### src/rtl/lbr_unit.sv
module lbr_unit #(
  parameter int AW     = 64,
  parameter int CW     = 64,
  parameter int EN_BIT = 0
) (
  input  logic          clk,
  input  logic          rst_n,
  input  logic          ev_valid,
  input  logic [1:0]    ev_kind,
  input  logic [AW-1:0] ev_from,
  input  logic [AW-1:0] ev_to,
  input  logic          ctl_we,
  input  logic [CW-1:0] ctl_wdata,
  input  logic          virt_en,
  input  logic          enter,
  input  logic          leave,
  input  logic [CW-1:0] sv_in_ctl,
  input  logic [AW-1:0] sv_in_bfrom,
  input  logic [AW-1:0] sv_in_bto,
  input  logic [AW-1:0] sv_in_xfrom,
  input  logic [AW-1:0] sv_in_xto,
  output logic          sv_we,
  output logic [CW-1:0] dbg_ctl,
  output logic [AW-1:0] br_from,
  output logic [AW-1:0] br_to,
  output logic [AW-1:0] ex_from,
  output logic [AW-1:0] ex_to
);

  localparam logic [1:0] K_INT = 2'd1;
  localparam logic [1:0] K_EXC = 2'd2;

  logic swap_go, rec_go, push_go;

  assign swap_go = virt_en & (enter | leave);
  assign rec_go  = ev_valid & dbg_ctl[EN_BIT] & ~swap_go;
  assign push_go = rec_go & ((ev_kind == K_INT) | (ev_kind == K_EXC));
  assign sv_we   = swap_go;

  always_ff @(posedge clk) begin
    if (!rst_n) begin
      dbg_ctl <= '0;
      br_from <= '0;
      br_to   <= '0;
      ex_from <= '0;
      ex_to   <= '0;
    end else if (swap_go) begin
      dbg_ctl <= sv_in_ctl;
      br_from <= sv_in_bfrom;
      br_to   <= sv_in_bto;
      ex_from <= sv_in_xfrom;
      ex_to   <= sv_in_xto;
    end else begin
      if (ctl_we) dbg_ctl <= ctl_wdata;
      if (rec_go) begin
        br_from <= ev_from;
        br_to   <= ev_to;
      end
      if (push_go) begin
        ex_from <= br_from;
        ex_to   <= br_to;
      end
    end
  end

endmodule

### config.mk
export PLATFORM = sky130hd
export DESIGN_NAME = lbr_unit
export DESIGN_NICKNAME = d
export VERILOG_FILES = /design/src/rtl/lbr_unit.sv
export SDC_FILE = /design/constraint.sdc
export NUM_CORES = 1
export LEC_CHECK = 0
export ABC_AREA = 1
export CORE_AREA = 3 3 323 325
export DETAILED_ROUTE_END_ITERATION = 8
export DIE_AREA = 0 0 326 328
export GPL_ROUTABILITY_DRIVEN = 0
export PLACE_DENSITY_LB_ADDON = 0.15
export SLEW_MARGIN = 20
export SYNTH_ARGS = -nofsm -noshare
export SYNTH_HDL_FRONTEND = slang
export SYNTH_SLANG_ARGS = --single-unit
### constraint.sdc
create_clock -name clk -period 1.3 [get_ports clk]
set_input_delay 0.26 -clock clk [delete_from_list [all_inputs] [get_ports clk]]
set_output_delay 0.26 -clock clk [all_outputs]
set_load 0.02 [all_outputs]
* Yosys cells after proc, flatten, opt, wreduce, memory -nomap -nowiden
Cells that the tools add are included.
** Storage, ports and cells
- Bits in registers :: 320
- Output and inout bits :: 321
** Cells by class
- Eq/ne operators :: 2
- Multiplexer cells :: 10
- Bitwise operators :: 7
- Reduce and logical (&&, ||, !) cells :: 3
** Operators with widths (number)
- 2-to-1 mux 64 bit :: 10
- nonzero test 2 bit :: 3
- AND 1 bit :: 4
- equality test 2 x 1 -> 1 bit (second input constant) :: 1
- equality test 2 bit (second input constant) :: 1
- bitwise OR 1 bit :: 2
- NOT 1 bit :: 1

* Depth between registers and ports, before layout
- Word-level depth :: 7
- Mapped depth :: 9

* Worst setup path before layout
No wires, ideal clock.
- Path type :: reg-to-reg
- From :: register dbg_ctl[0]
- To :: register ex_from[43]
- Arrival time :: 1241 ps
- Required time :: 1230 ps
- Path slack :: -12 ps
- Stages on the path, launching flop included :: 9
- Path buffers :: 2
- Clock period less this slack :: 1312 ps
- Cells stage by stage :: dfxtp_1 > nand2_1 > inv_2 > nand3_2 > nand2_1 > buf_2 > buf_4 > nand2_1 > a21oi_1
** Between the ends
- Cells in the longest elaborated chain, start to end :: 4
** Ends and longest elaborated chain
- start, declared :: line 23 : output logic [CW-1:0] dbg_ctl,
- start signal, assigned :: line 48 : dbg_ctl <= sv_in_ctl;
- start signal, assigned :: line 54 : if (ctl_we) dbg_ctl <= ctl_wdata;
- AND 1 bit (2 in series) :: line 36 : assign rec_go = ev_valid & dbg_ctl[EN_BIT] & ~swap_go;
- AND 1 bit :: line 37 : assign push_go = rec_go & ((ev_kind == K_INT) | (ev_kind == K_EXC));
- nonzero test 2 bit (no line)
- end signal, assigned :: line 51 : ex_from <= sv_in_xfrom;
- end signal, assigned :: line 60 : ex_from <= br_from;
- end, declared :: line 26 : output logic [AW-1:0] ex_from,
Every way passes these cells.
A chain may end at the register's enable or synchronous reset.

* Worst setup path in the final report
- From :: register dbg_ctl[0]
- To :: output port dbg_ctl[0]
No word-level cell between the ends.

==> run_results.csv <==
group,metric,value,unit
synthesis,synth.distinct_cells,17,
critical_path,slowest_delay,0.35,ns
sta,worst_slack,-0.155,ns
sta,slew_violations,0,
synthesis,synth_seq_area_share,44.2,%
outcome,status,"finished, violations left",
cts,cts_root_buffer,"clkbuf_16",
sta,fin_hold_ws,0.205,ns
cts,clk_latency,0.60,ns
die,die-area,107000,um2
sta,fin_skew,0.0196,ns
global_route,grt_pass1_vias,18800,
cts,cts_tree,"built",
critical_path,reg2reg_slack,-0.12,ns
synthesis,synthAdderAreaFrac,0,%
hold_path,hold_start,"ev_to[2]",
cts,htree_levels,2,
power_and_ir_drop,power,33.9,mW
critical_path,path_cells,"buf_6, buf_12",
power_and_ir_drop,powerDensity,1070,nW/um2
synthesis,synthMuxAreaShare,3.11,%
place,dp_hpwl,77.7,mm
global_route,gr-total-overflow,0,
global_route,antenna_found_initial,17,
cts,cts_buffers,45,
cts,clkTransAtPathRegs,0.06,ns
critical_path,crit_path_end_kind,"primary output",
sta,hold_viol,0,
critical_path,cp.required,1.04,ns
sta,worst_slew_pin_slew,0.427,ns
outcome,violations,"negative setup slack",
die,die_x,326,um
power_and_ir_drop,clkPwrFrac,37.4,%
job,max_cap_viol_count,0,
drt,firstDrtPassIters,5,
synthesis,syn_inst,2023,
critical_path,reg2reg_depth,8,
sta,relSlewSlack,71.5,%
critical_path,reg2reg_from,"dbg_ctl[0]",
synthesis,synthArstFlopShare,0,%
sta,fmax,687,MHz
finish,final_net_count,3594,
synthesis,synth_area_per_cell,7.17,um2
die,rows,117,
power_and_ir_drop,switching_share,31.2,%
synthesis,synth_simple_gate_area_share,24.0,%
sta,setup_viol,415,
sta,rsz0062_at_grt,"yes",
drt,post-route-drc-count,0,
die,core,102000,um2
finish,synthToLayoutAreaGrowth,118,%
cts,ctsLongestPathBuffers,3,
hold_path,worstHoldPathType,"input pin to flop",
synthesis,synth_most_common_cell,"nand2_1",
synthesis,yosysWarnings,0,
drt,drt_iter0_drc,958,
place,port-buffer-count,841,
synthesis,synth_edf_count,0,
die,die_h,328,um
die,top_level_ports,842,
hold_path,min_to,"br_to[2]",
synthesis,synth_xor_area_share,0,%
drt,viasPerCell,4.17,
synthesis,synth_largest_area_cell,"dfxtp_1",
finish,drive_above_1_share,41.2,%
power_and_ir_drop,power.switching,10.6,mW
synthesis,syn_nets,2544,
critical_path,worst-path-max-fanout,2,
power_and_ir_drop,intPower,23.3,mW
drt,wl,106,mm
power_and_ir_drop,combPwrFrac,29.2,%
critical_path,start_kind,"flop",
drt,wl_per_cell,23.8,um
power_and_ir_drop,p_seq_share,33.4,%
synthesis,synth_top_area_share,44.2,%
synthesis,synth.top_cells.by_area,"dfxtp_1 44%, a21oi_1 15%, nand2_1 14%",
critical_path,timing.rr.end,"ex_from[33]",
hold_path,hold_depth,3,
synthesis,synth_top_cells_by_count,"554 x nand2_1, 429 x a21oi_1, 320 x dfxtp_1",
critical_path,cpMaxStageDelayCell,"dfxtp_4",
critical_path,worstSetupPathType,"flop to primary output",
sta,fin_crit_sh,112,%
critical_path,critPathArrivalTime,1.19,ns
global_route,grt_start_max_net_pins,57,
global_route,grt_usage,17.9,%
synthesis,ys.flop_type,"dfxtp_1",
power_and_ir_drop,power_leakage,13.1,nW
sta,fin_crit,1.45,ns
synthesis,synth-compound-area-share,22.1,%
power_and_ir_drop,ir_drop,718,uV
drt,vias,18700,
synthesis,synth_top_family_by_area,"simple AND/OR/NAND/NOR gates",
place,pre_cts_ws,-0.749,ns
die,initial_utilization,14.3,%
synthesis,syn_area,14500,um2
cts,cts_num_sinks,320,
drt,ant_nets,0,
synthesis,synth_seq_cells,320,
global_route,grt_pass1_wl,140,mm
==> cell families after synthesis <==
group                  after synthesis
muxes                               45
DFF                                320
and+or+nand+nor                    832
buffers and inverters              205
AOI/OAI and AO/OA                  621
==> repair_timing <==
action	in CTS	in global routing
pin swaps	11	71
setup endpoints to repair	501	562
hold buffers	1	0
gates cloned	7	27
endpoints found under the hold margin	1	0
gates resized for setup	1960	306
setup buffers	77	14
==> stage by stage <==
stage | area (um2) | std cells | util [%] | setup TNS [ns]
after floorplan | 14500 | 2023 | - | 0
after global placement | 26500 | 4269 | 26.0 | -193.61
after detailed placement | 26500 | 4269 | 26.0 | -194.09
after CTS | 29700 | 4434 | 29.2 | -49.52
after global routing | 31700 | 4479 | 31.1 | -48.86
final | 31700 | 4480 | 31.1 | -15.79
==> sequential cells by signal, summed over array words and instances (netlist names) <==
| signal | count |
|---|---|
| br_from | 64 |
| br_to | 64 |
| dbg_ctl | 64 |
| ex_from | 64 |
| ex_to | 64 |
==> cells in the final DEF (no fill, tap or decap), types with 3 or more instances in the layout <==
cell type / n
nand2_4: 35
a21oi_1: 330
nand2_1: 487
o21ai_0: 173
nand2_8: 3
a21oi_2: 96
nand3_2: 29
nand3_4: 12
clkbuf_1: 10
dfxtp_1: 6
clkbuf_8: 11
buf_8: 17
nand2_2: 31
buf_4: 252
clkdlybuf4s50_1: 515
o211a_1: 19
buf_12: 101
dfxtp_4: 30
diode_2: 6
clkinv_2: 7
mux2i_1: 45
nand3_1: 235
buf_6: 280
a21oi_4: 3
clkbuf_16: 66
buf_16: 10
dfxtp_2: 284
==> cell type report <==
type | count | area [um2]
tap | 1368 | 1710
sequential | 320 | 6870
inverter | 8 | 47.5
antenna | 6 | 15.0
clock inverter | 14 | 151
clock buffer | 66 | 1320
fill | 10900 | 70100
multi-input combinational | 1498 | 8200
timing repair buffer | 1200 | 13300
==> per-layer routing <==
metal | share of wire (%) | global-route usage [%]
met1 | 42 | 21.4
met2 | 51 | 32.2
met3 | 5.6 | 4.36
met4 | 1.6 | 3.80
met5 | 0.088 | 0
==> how the worst max path moves through the flow <==
stage | cells after the start | end | slack (ns) | start
floorplan | 8 | ex_from[43] | 0.08 | dbg_ctl[0]
global placement | 8 | br_from[19] | -0.75 | leave
detailed placement | 8 | ex_from[24] | -0.75 | enter
CTS | 2 | dbg_ctl[0] | -0.22 | dbg_ctl[0]
global route | 9 | ex_from[15] | -0.22 | dbg_ctl[0]
finish | 2 | dbg_ctl[0] | -0.15 | dbg_ctl[0]
==> power groups by stage <==
stage / clock, mW / combinational (mW) / sequential [mW]
2_1_floorplan: 0 / 2.24 / 12.1
3_3_place_gp: 0 / 8.51 / 11.3
3_5_place_dp: 0 / 8.46 / 11.3
4_1_cts: 13.2 / 9.18 / 11.3
5_1_grt: 13.5 / 10.5 / 11.4
6_report: 12.7 / 9.89 / 11.3
==> critical path: cells and delay by family (launching register included) <==
family	cells	cell delay, ns
buffers and inverters	2	0.25
DFF	1	0.35
No activity file was read; power rests on OpenSTA's default activity.
